**config.mk**
```make
export PLATFORM = sky130hd
export DESIGN_NAME = ext_irq_flags
export DESIGN_NICKNAME = d
export VERILOG_FILES = /design/src/rtl/ext_irq_pkg.sv /design/src/rtl/irq_in_sync.sv /design/src/rtl/irq_event_detect.sv /design/src/rtl/irq_flag_bank.sv /design/src/rtl/ext_irq_flags.sv
export SDC_FILE = /design/constraint.sdc
export NUM_CORES = 1
export LEC_CHECK = 0
export BUFFER_PORTS_ARGS = -buffer_cell sky130_fd_sc_hd__buf_2
export CAP_MARGIN = 15
export CORE_MARGIN = 1
export CORE_UTILIZATION = 40
export DETAILED_ROUTE_END_ITERATION = 7
export PLACE_DENSITY = 0.65
export SYNTH_ARGS = -nofsm -noshare
export SYNTH_HDL_FRONTEND = slang
export SYNTH_SLANG_ARGS = --single-unit
export TNS_END_PERCENT = 10
```
**constraint.sdc**
```tcl
create_clock -name clk_i -period 4.9 [get_ports clk_i]
set_input_delay 0.735 -clock clk_i [delete_from_list [all_inputs] [get_ports clk_i]]
set_output_delay 0.735 -clock clk_i [all_outputs]
set_load 0.005 [all_outputs]
```
**src/rtl/ext_irq_pkg.sv**
```systemverilog
package ext_irq_pkg;
  typedef enum logic [1:0] {
    SENSE_LOW  = 2'b00,
    SENSE_FALL = 2'b01,
    SENSE_RISE = 2'b10,
    SENSE_BOTH = 2'b11
  } sense_e;
endpackage

```
**src/rtl/irq_in_sync.sv**
```systemverilog
module irq_in_sync #(
  parameter int unsigned NCH    = 16,
  parameter int unsigned STAGES = 2
) (
  input  logic           clk_i,
  input  logic           rst_ni,
  input  logic [NCH-1:0] pin_n_i,
  output logic [NCH-1:0] lvl_o,
  output logic [NCH-1:0] prev_o
);
  for (genvar c = 0; c < NCH; c++) begin : g_ch
    logic [STAGES-1:0] pipe_q;
    logic              prev_q;
    // reset to inactive (high) so no edge is seen when reset is released
    always_ff @(posedge clk_i or negedge rst_ni) begin
      if (!rst_ni) begin
        pipe_q <= '1;
        prev_q <= 1'b1;
      end else begin
        pipe_q <= {pipe_q[STAGES-2:0], pin_n_i[c]};
        prev_q <= pipe_q[STAGES-1];
      end
    end
    assign lvl_o[c]  = pipe_q[STAGES-1];
    assign prev_o[c] = prev_q;
  end
endmodule

```
**src/rtl/irq_event_detect.sv**
```systemverilog
module irq_event_detect
  import ext_irq_pkg::*;
#(
  parameter int unsigned NCH = 16
) (
  input  logic [2*NCH-1:0] sense_i,
  input  logic [NCH-1:0]   lvl_i,
  input  logic [NCH-1:0]   prev_i,
  input  logic [NCH-1:0]   ack_i,
  input  logic [NCH-1:0]   xfer_act_i,
  input  logic             xfer_dis_sel_i,
  output logic [NCH-1:0]   set_o,
  output logic [NCH-1:0]   hw_clr_o
);
  for (genvar c = 0; c < NCH; c++) begin : g_ch
    sense_e mode;
    logic   fall, rise, ack_ok;
    assign mode = sense_e'(sense_i[2*c +: 2]);
    assign fall = prev_i[c] & ~lvl_i[c];
    assign rise = ~prev_i[c] & lvl_i[c];
    always_comb begin
      unique case (mode)
        SENSE_LOW:  set_o[c] = ~lvl_i[c];
        SENSE_FALL: set_o[c] = fall;
        SENSE_RISE: set_o[c] = rise;
        default:    set_o[c] = fall | rise;
      endcase
    end
    // in level mode the acknowledge only clears once the pin has released
    assign ack_ok      = (mode == SENSE_LOW) ? lvl_i[c] : 1'b1;
    assign hw_clr_o[c] = (ack_i[c] & ack_ok) | (xfer_act_i[c] & ~xfer_dis_sel_i);
  end
endmodule

```
**src/rtl/irq_flag_bank.sv**
```systemverilog
module irq_flag_bank #(
  parameter int unsigned NCH = 16
) (
  input  logic           clk_i,
  input  logic           rst_ni,
  input  logic [NCH-1:0] set_i,
  input  logic [NCH-1:0] hw_clr_i,
  input  logic           sel_i,
  input  logic           rd_i,
  input  logic           wr_i,
  input  logic [NCH-1:0] wdata_i,
  output logic [NCH-1:0] rdata_o,
  output logic [NCH-1:0] flag_o
);
  logic           rd_stb, wr_stb;
  logic [NCH-1:0] flag_q, seen1_q, rdata_q, sw_clr;
  logic [NCH-1:0] flag_d, seen1_d;

  assign rd_stb = sel_i & rd_i;
  assign wr_stb = sel_i & wr_i;
  assign sw_clr = {NCH{wr_stb}} & ~wdata_i & seen1_q;

  always_comb begin
    flag_d  = set_i | (flag_q & ~(hw_clr_i | sw_clr));
    // a read in the same cycle as a write re-arms the record
    seen1_d = (rd_stb ? flag_q : '0) | (wr_stb ? '0 : seen1_q);
  end

  always_ff @(posedge clk_i or negedge rst_ni) begin
    if (!rst_ni) begin
      flag_q  <= '0;
      seen1_q <= '0;
      rdata_q <= '0;
    end else begin
      flag_q  <= flag_d;
      seen1_q <= seen1_d;
      if (rd_stb) rdata_q <= flag_q;
    end
  end

  assign flag_o  = flag_q;
  assign rdata_o = rdata_q;
endmodule

```
**src/rtl/ext_irq_flags.sv**
```systemverilog
module ext_irq_flags #(
  parameter int unsigned NCH         = 16,
  parameter int unsigned SYNC_STAGES = 2
) (
  input  logic               clk_i,
  input  logic               rst_ni,
  input  logic [NCH-1:0]     irq_n_i,
  input  logic [2*NCH-1:0]   sense_i,
  input  logic [NCH-1:0]     ack_i,
  input  logic [NCH-1:0]     xfer_act_i,
  input  logic               xfer_dis_sel_i,
  input  logic               sel_i,
  input  logic               rd_i,
  input  logic               wr_i,
  input  logic [NCH-1:0]     wdata_i,
  output logic [NCH-1:0]     rdata_o,
  output logic [NCH-1:0]     irq_o
);
  logic [NCH-1:0] lvl_q, prev_q, set_ev, hw_clr;

  irq_in_sync #(.NCH(NCH), .STAGES(SYNC_STAGES)) u_sync (
    .clk_i  (clk_i),
    .rst_ni (rst_ni),
    .pin_n_i(irq_n_i),
    .lvl_o  (lvl_q),
    .prev_o (prev_q)
  );

  irq_event_detect #(.NCH(NCH)) u_det (
    .sense_i       (sense_i),
    .lvl_i         (lvl_q),
    .prev_i        (prev_q),
    .ack_i         (ack_i),
    .xfer_act_i    (xfer_act_i),
    .xfer_dis_sel_i(xfer_dis_sel_i),
    .set_o         (set_ev),
    .hw_clr_o      (hw_clr)
  );

  irq_flag_bank #(.NCH(NCH)) u_bank (
    .clk_i   (clk_i),
    .rst_ni  (rst_ni),
    .set_i   (set_ev),
    .hw_clr_i(hw_clr),
    .sel_i   (sel_i),
    .rd_i    (rd_i),
    .wr_i    (wr_i),
    .wdata_i (wdata_i),
    .rdata_o (rdata_o),
    .flag_o  (irq_o)
  );
endmodule

```
==> results.py, run 1 <==
metrics = {
    "status": {
        "run_status": "completed",
    },
    "yosys": {
        "synth_compound_area_share_pct": 7.11,
        "synthesis.yosys.warnings": 0,
        "dominant_combinational_cell_family_by_area_after_synthesis": "multiplexers",
        "ys_top_cells_by_area": "dfstp_2, dfrtp_1, ha_1",
        "synthesis.area_mm2": 0.00431,
        "synth_fp_nets": 443,
        "synth-xor-area-share_pct": 0,
        "share_of_the_yosys_chip_area_belonging_to_registers_pct": 57.1,
        "synth_cell_types": 24,
        "post_synth_inst_count": 309,
        "netlist.top_cell.by_area": "dfstp_2",
        "postSynthAreaPerCell_um2": 14.0,
        "yosys-mux-area-fraction_pct": 12.3,
        "ys_seq_elements": 96,
        "synth_top_area_share_pct": 29.2,
        "yosys.area_share.simple_pct": 7.74,
        "post_synth_fa_ha_maj_area_fraction_pct": 9.28,
    },
    "setup_path": {
        "worst-r2r-setup-slack_ns": 3.22,
        "reg2reg_to": "u_bank.flag_o[9]$_DFF_PN0_",
        "worst-endpoint-arrival_ns": 2.07,
        "cp_max_fo": 26,
        "rr_worst_depth": 5,
        "worstSetupStartpointType": "input port",
        "critPathRequiredTime_ns": 5.13,
        "crit_path_end_kind": "flip-flop",
        "critPathKind": "input port to flip-flop",
        "rr_startpoint": "u_sync.g_ch[9].pipe_q[1]$_DFF_PN1_",
    },
    "worst_hold_path": {
        "hold_path_depth": 0,
        "timing.hold.worst.class": "flip-flop to flip-flop",
        "worstHoldStart": "u_sync.g_ch[13].pipe_q[0]$_DFF_PN1_",
        "whs_endpoint": "u_sync.g_ch[13].pipe_q[1]$_DFF_PN1_",
    },
    "placed_design": {
        "preCtsSetupSlack_ns": 2.67,
        "place.detailed.hpwl_mm": 6.07,
        "placement.io_buffers": 133,
        "place_area_mm2": 0.00508,
        "place_congestion": 0.749,
        "total_placed_cells_including_tap_cells": 570,
    },
    "sta": {
        "clock_skew_ns": 0.0109,
        "worst_slew_margin_rel_pct": 31.6,
        "min_period_ns": 1.84,
        "rsz0062_at_grt": "no",
        "final.setup.tns_ns": 0,
        "transition_time_at_the_pin_with_the_least_slew_margin_ns": 1.02,
        "fmax_mhz": 544,
        "post-route-worst-setup-slack_ns": 3.06,
        "fin_hold_ws_ns": 0.359,
        "final-setup-viol-count": 0,
        "final_min_period_over_clock_period_pct": 37.5,
        "hold_viol": 0,
        "drv_slew": 0,
    },
    "cells_and_area": {
        "num-nets-final": 579,
        "stdcell_area_mm2": 0.00529,
        "final_common_cell": "buf_2",
        "n_fill_cell": 947,
        "post_route_cells_drive_above_1_share_pct": 49.3,
        "antennaDiodeCount": 0,
        "final_cell_mix": "buf_2, inv_1, dfrtp_1, dfstp_2, ha_1",
        "layoutNonFillerInstCount": 586,
        "signed_area_change_from_the_synthesized_netlist_to_the_final_layout_pct": 22.6,
    },
    "clocking": {
        "worst_skew_late_latency_ns": 0.37,
        "root_buffer_cell": "clkbuf_8",
        "cts_tree": "yes",
        "post-cts-setup-buffer-count": 0,
        "clock_tree.htree_level_count": 3,
        "ctsResizeCount": 0,
        "postCtsHoldBufs": 0,
        "clock-sinks": 96,
        "tritoncts.num_buffers": 9,
        "clkTransAtPathRegs_ns": 0.08,
        "clk_path_buf_depth": 2,
    },
    "global_route": {
        "pin_count_of_the_biggest_net_entering_global_routing": 60,
        "antenna_violations_before_repair": 0,
        "first_global_vias": 2900,
        "grt_use_total_pct": 16.6,
        "grt_first_pass_wirelength_mm": 13.9,
        "grt_overflow_total": 0,
    },
    "pwr": {
        "clock_power_share_pct": 30.5,
        "p_switching_mw": 0.437,
        "total_power_density_per_cell_area_mw_per_mm2": 340,
        "leakage_nw": 2.64,
        "p_seq_share_pct": 53.7,
        "power.share.switching_pct": 24.3,
        "power_frac_comb_pct": 15.7,
        "irDropWorstVdd_mv": 0.188,
        "cell_internal_pwr_mw": 1.36,
    },
    "floorplanning": {
        "rows": 37,
        "core_mm2": 0.0104,
        "num_io_pins": 134,
        "die_width_um": 106,
        "floorplan.die.height_um": 106,
        "floorplan.initialDensity_pct": 41.6,
        "dieArea_mm2": 0.0112,
    },
    "route": {
        "detail-route-antenna-nets": 0,
        "drc_viols": 0,
        "firstDrtPassIters": 4,
        "vias_per_cell": 4.74,
        "drt-wirelength-per-cell_um": 14.4,
        "detailedRoute.firstIterationViolations": 64,
        "route.vias.total": 2779,
        "finalWirelength_mm": 8.47,
    },
    "run": {
        "max_cap_viol_count": 0,
    },
}
[worst max-delay path by stage]
stage | to | depth (start not counted) | startpoint | slack, ns
after floorplan | u_bank.rdata_o[10]$_DFFE_PN0N_ | 5 | sel_i | 3.25
after global placement | u_bank.flag_o[5]$_DFF_PN0_ | 4 | sel_i | 2.75
after detailed placement | u_bank.flag_o[5]$_DFF_PN0_ | 4 | sel_i | 2.67
after CTS | u_bank.flag_o[5]$_DFF_PN0_ | 4 | sel_i | 3.07
after global routing | u_bank.flag_o[5]$_DFF_PN0_ | 4 | sel_i | 2.96
final | u_bank.flag_o[5]$_DFF_PN0_ | 4 | wr_i | 3.06
[worst max-delay path: stages]
cell      delay [ns]
buf_2           0.16
nand2_1         0.61
nor3b_1         0.42
o221ai_1        0.14
[power groups by stage]
stage	clock network (mW)	logic, mW	registers, mW
after floorplan	0	0.151	0.970
after global placement	0	0.281	0.977
after detailed placement	0	0.289	0.979
after global routing	0.602	0.318	0.979
final	0.549	0.283	0.966
after CTS	0.571	0.290	0.967
[Yosys cell counts]
library cell,count
o221ai_1,5
ha_1,32
o211ai_1,5
mux2_2,2
nand2_1,6
nand3b_1,10
mux4_2,11
a22o_1,16
buf_6,3
inv_1,54
mux2_4,14
buf_2,4
nand2b_1,16
a41o_1,6
nand4b_1,6
buf_12,1
dfstp_2,48
clkbuf_1,1
o21ai_1,1
and2_4,1
mux2i_1,5
o21ai_0,4
dfrtp_1,48
nor3b_1,10
[state kept, by name, summed over array words and instances, names as in the netlist]
| name | cells |
|---|---|
| u_bank.rdata_o | 16 |
| u_sync.g_ch.pipe_q | 32 |
| u_bank.seen1_q | 16 |
| u_sync.g_ch.prev_q | 16 |
| u_bank.flag_o | 16 |
[routing by layer]
| layer | share of wire [%] | global-route usage, % | vias up | wire length (um) |
|---|---|---|---|---|
| met5 | 0 | 0 | - | 0 |
| met4 | 1.4 | 5.95 | 0 | 116 |
| met3 | 6.0 | 6.06 | 8 | 509 |
| met2 | 48 | 26.2 | 79 | 4040 |
| met1 | 45 | 20.8 | 1366 | 3800 |
| li1 | - | - | 1326 | - |
[kinds of logic (layout without fill, tap and decap cells)]
kind of cell,after synthesis,in the layout
and+or+nand+nor,49,49
AOI/OAI and AO/OA,37,37
buffers and inverters,63,204
muxes,32,32
DFF,96,96
adders and majority gates,32,32
[cell type report]
| type | count | area, um2 | area share [%] |
|---|---|---|---|
| inverters | 54 | 203 | 3.83 |
| flip-flops and latches | 96 | 2460 | 46.6 |
| clock inverters | 3 | 67.6 | 1.28 |
| repair buffers | 134 | 676 | 12.8 |
| clock buffers | 13 | 139 | 2.63 |
| multi-input cells | 150 | 1570 | 29.7 |
| well taps | 136 | 170 | 3.22 |
[stage by stage]
step | util (%) | power (mW)
after floorplan | - | 1.12
after global placement | 49.0 | 1.26
after detailed placement | 49.0 | 1.27
after CTS | 51.0 | 1.83
after global routing | 51.0 | 1.90
final | 51.0 | 1.80
Note: power is estimated with default switching activity, not from simulation.
==> run 2, diff against run 1 <==
==> constraint.sdc (replaced) <==
create_clock -name clk_i -period 1.7 [get_ports clk_i]
set_input_delay 0.255 -clock clk_i [delete_from_list [all_inputs] [get_ports clk_i]]
set_output_delay 0.255 -clock clk_i [all_outputs]
set_load 0.005 [all_outputs]
==> run 2 against run 1 <==
Final cell count up 4.1%. Global-route usage down 0.66 points. Register-to-register slack lost 3.2 ns. Via count increased by 3.7%. Largest cell class unchanged. Highest routed layer unchanged. Sequential cell count unchanged. First-iteration DRC count increased by 75%. Wire length shrank 0.94%.
==> results.py, run 2 (synthesized netlist as in run 1, its figures left out) <==
metrics = {
    "status": {
        "run_status": "completed",
    },
    "global_route": {
        "grt_overflow_total": 0,
        "first_global_vias": 3036,
        "antenna_violations_before_repair": 0,
        "grt_use_total_pct": 15.9,
        "grt_first_pass_wirelength_mm": 14.0,
        "pin_count_of_the_biggest_net_entering_global_routing": 97,
    },
    "clocking": {
        "clock-sinks": 96,
        "cts_tree": "yes",
        "tritoncts.num_buffers": 9,
        "clkTransAtPathRegs_ns": 0.10,
        "clock_tree.htree_level_count": 3,
        "root_buffer_cell": "clkbuf_8",
        "clk_path_buf_depth": 2,
        "worst_skew_late_latency_ns": 0.35,
    },
    "cells_and_area": {
        "regMostFlops": "u_sync.g_ch.pipe_q",
        "signed_area_change_from_the_synthesized_netlist_to_the_final_layout_pct": 28.7,
        "largest_register_ffs": 32,
        "final_cell_mix": "buf_2, inv_1, dfrtp_1, dfstp_2, ha_1",
        "antennaDiodeCount": 0,
        "final_common_cell": "buf_2",
        "stdcell_area_mm2": 0.00555,
        "post_route_cells_drive_above_1_share_pct": 49.8,
        "num-nets-final": 603,
        "n_fill_cell": 867,
    },
    "sta": {
        "final_min_period_over_clock_period_pct": 97.5,
        "fmax_mhz": 603,
        "min_period_ns": 1.66,
        "worst_slew_margin_rel_pct": 65.4,
        "final.setup.tns_ns": 0,
        "drv_slew": 0,
        "final-setup-viol-count": 0,
        "rsz0062_at_grt": "yes",
        "transition_time_at_the_pin_with_the_least_slew_margin_ns": 0.519,
        "hold_viol": 0,
        "clock_skew_ns": 0.0130,
    },
    "setup_path": {
        "reg2reg_to": "u_bank.flag_o[1]$_DFF_PN0_",
        "setup.worst_path.start": "u_sync.g_ch[1].pipe_q[1]$_DFF_PN1_",
        "critPathRequiredTime_ns": 1.95,
        "crit_path_end_kind": "flip-flop",
        "endpoint": "u_bank.flag_o[1]$_DFF_PN0_",
        "worst-r2r-setup-slack_ns": 0.04,
        "cp_max_fo": 3,
        "critPathKind": "flip-flop to flip-flop",
        "rr_startpoint": "u_sync.g_ch[1].pipe_q[1]$_DFF_PN1_",
        "worst-endpoint-arrival_ns": 1.91,
        "worstSetupStartpointType": "flip-flop",
        "rr_worst_depth": 5,
    },
    "floorplanning": {
        "dieArea_mm2": 0.0112,
        "core_mm2": 0.0104,
        "floorplan.initialDensity_pct": 41.6,
        "die_width_um": 106,
        "floorplan.die.height_um": 106,
        "rows": 37,
        "num_io_pins": 134,
    },
    "route": {
        "finalWirelength_mm": 8.39,
        "drt-wirelength-per-cell_um": 13.7,
        "drc_viols": 0,
        "vias_per_cell": 4.72,
        "route.vias.total": 2882,
        "detailedRoute.firstIterationViolations": 112,
        "detail-route-antenna-nets": 0,
        "firstDrtPassIters": 4,
    },
    "placed_design": {
        "place.detailed.hpwl_mm": 5.84,
        "place_congestion": 0.720,
        "place_area_mm2": 0.00513,
        "placement.io_buffers": 133,
    },
    "run": {
        "max_cap_viol_count": 0,
    },
    "pwr": {
        "irDropWorstVdd_mv": 0.447,
        "total_power_density_per_cell_area_mw_per_mm2": 925,
        "leakage_nw": 2.75,
    },
    "worst_hold_path": {
        "timing.hold.worst.class": "input port to flip-flop",
    },
}
[run 2: changes by cell type in the layout (fill, tap and decap cells not counted), moves of 2 or more]
cell	before	now
clkbuf_1	4	2
ha_1	32	30
inv_6	0	2
dlygate4sd3_1	0	17
buf_4	2	7
inv_1	54	51
buf_12	0	2
inv_2	0	3
ha_4	0	2
[run 2: per-layer routing]
| metal | global-route usage (%) | up-vias | share of wire (%) |
|---|---|---|---|
| met5 | 0 | - | 0 |
| met4 | 5.56 | 0 | 1.1 |
| met3 | 3.46 | 7 | 5.2 |
| met2 | 26.0 | 86 | 48 |
| met1 | 20.9 | 1404 | 46 |
| li1 | - | 1385 | - |
[run 2: worst min path at each step]
stage / from / endpoint / slack, ns / depth (start not counted)
after floorplan: rst_ni / u_bank.flag_o[0]$_DFF_PN0_ / -0.04 / 0
after global placement: rst_ni / u_bank.flag_o[5]$_DFF_PN0_ / 0.35 / 2
after detailed placement: rst_ni / u_bank.rdata_o[9]$_DFFE_PN0N_ / 0.35 / 2
after CTS: sense_i[9] / u_bank.flag_o[4]$_DFF_PN0_ / 0.13 / 2
after global routing: sense_i[9] / u_bank.flag_o[4]$_DFF_PN0_ / 0.15 / 2
final: sense_i[15] / u_bank.flag_o[7]$_DFF_PN0_ / 0.15 / 2
[run 2: power by group]
part           leakage (nW)  switching [mW]  internal [mW]
Clock                0.0945           0.785          0.696
Combinational          1.57           0.336          0.537
Sequential             1.08           0.180           2.60
Total                  2.75            1.30           3.83
[run 2: critical path, stage by stage, from the launching register on]
cell and delay (ns):
dfstp_2 0.56, inv_2 0.04, ha_1 0.26, inv_1 0.03, mux4_2 0.45, a41o_1 0.21
[run 2: through the flow]
| step | hold WS (ns) | std cells | setup WS (ns) | util [%] | power, mW |
|---|---|---|---|---|---|
| 2_1_floorplan | -0.0406 | 309 | 0.0905 | - | 3.23 |
| 3_3_place_gp | 0.346 | 573 | 0.0715 | 49.5 | 3.63 |
| 3_5_place_dp | 0.347 | 573 | 0.0278 | 49.5 | 3.66 |
| 4_1_cts | 0.134 | 606 | 0.0142 | 53.0 | 5.21 |
| 5_1_grt | 0.152 | 610 | -0.00544 | 53.5 | 5.42 |
| 6_report | 0.154 | 610 | 0.0423 | 53.5 | 5.13 |
[run 2: area by class of cell]
class	count	area (um2)	share of cell area, %
Sequential cell	96	2460	44.4
Multi-Input combinational cell	150	1600	28.8
Timing Repair Buffer	158	923	16.6
Inverter	54	203	3.65
Tap cell	136	170	3.07
Clock buffer	11	131	2.37
Clock inverter	5	63.8	1.15
[run 2: repair_timing]
item / CTS / global route
hold endpoints to repair: 64 / 0
hold buffers: 17 / 0
gates resized for setup: 0 / 5
setup buffers: 0 / 4
setup endpoints to repair: 0 / 6
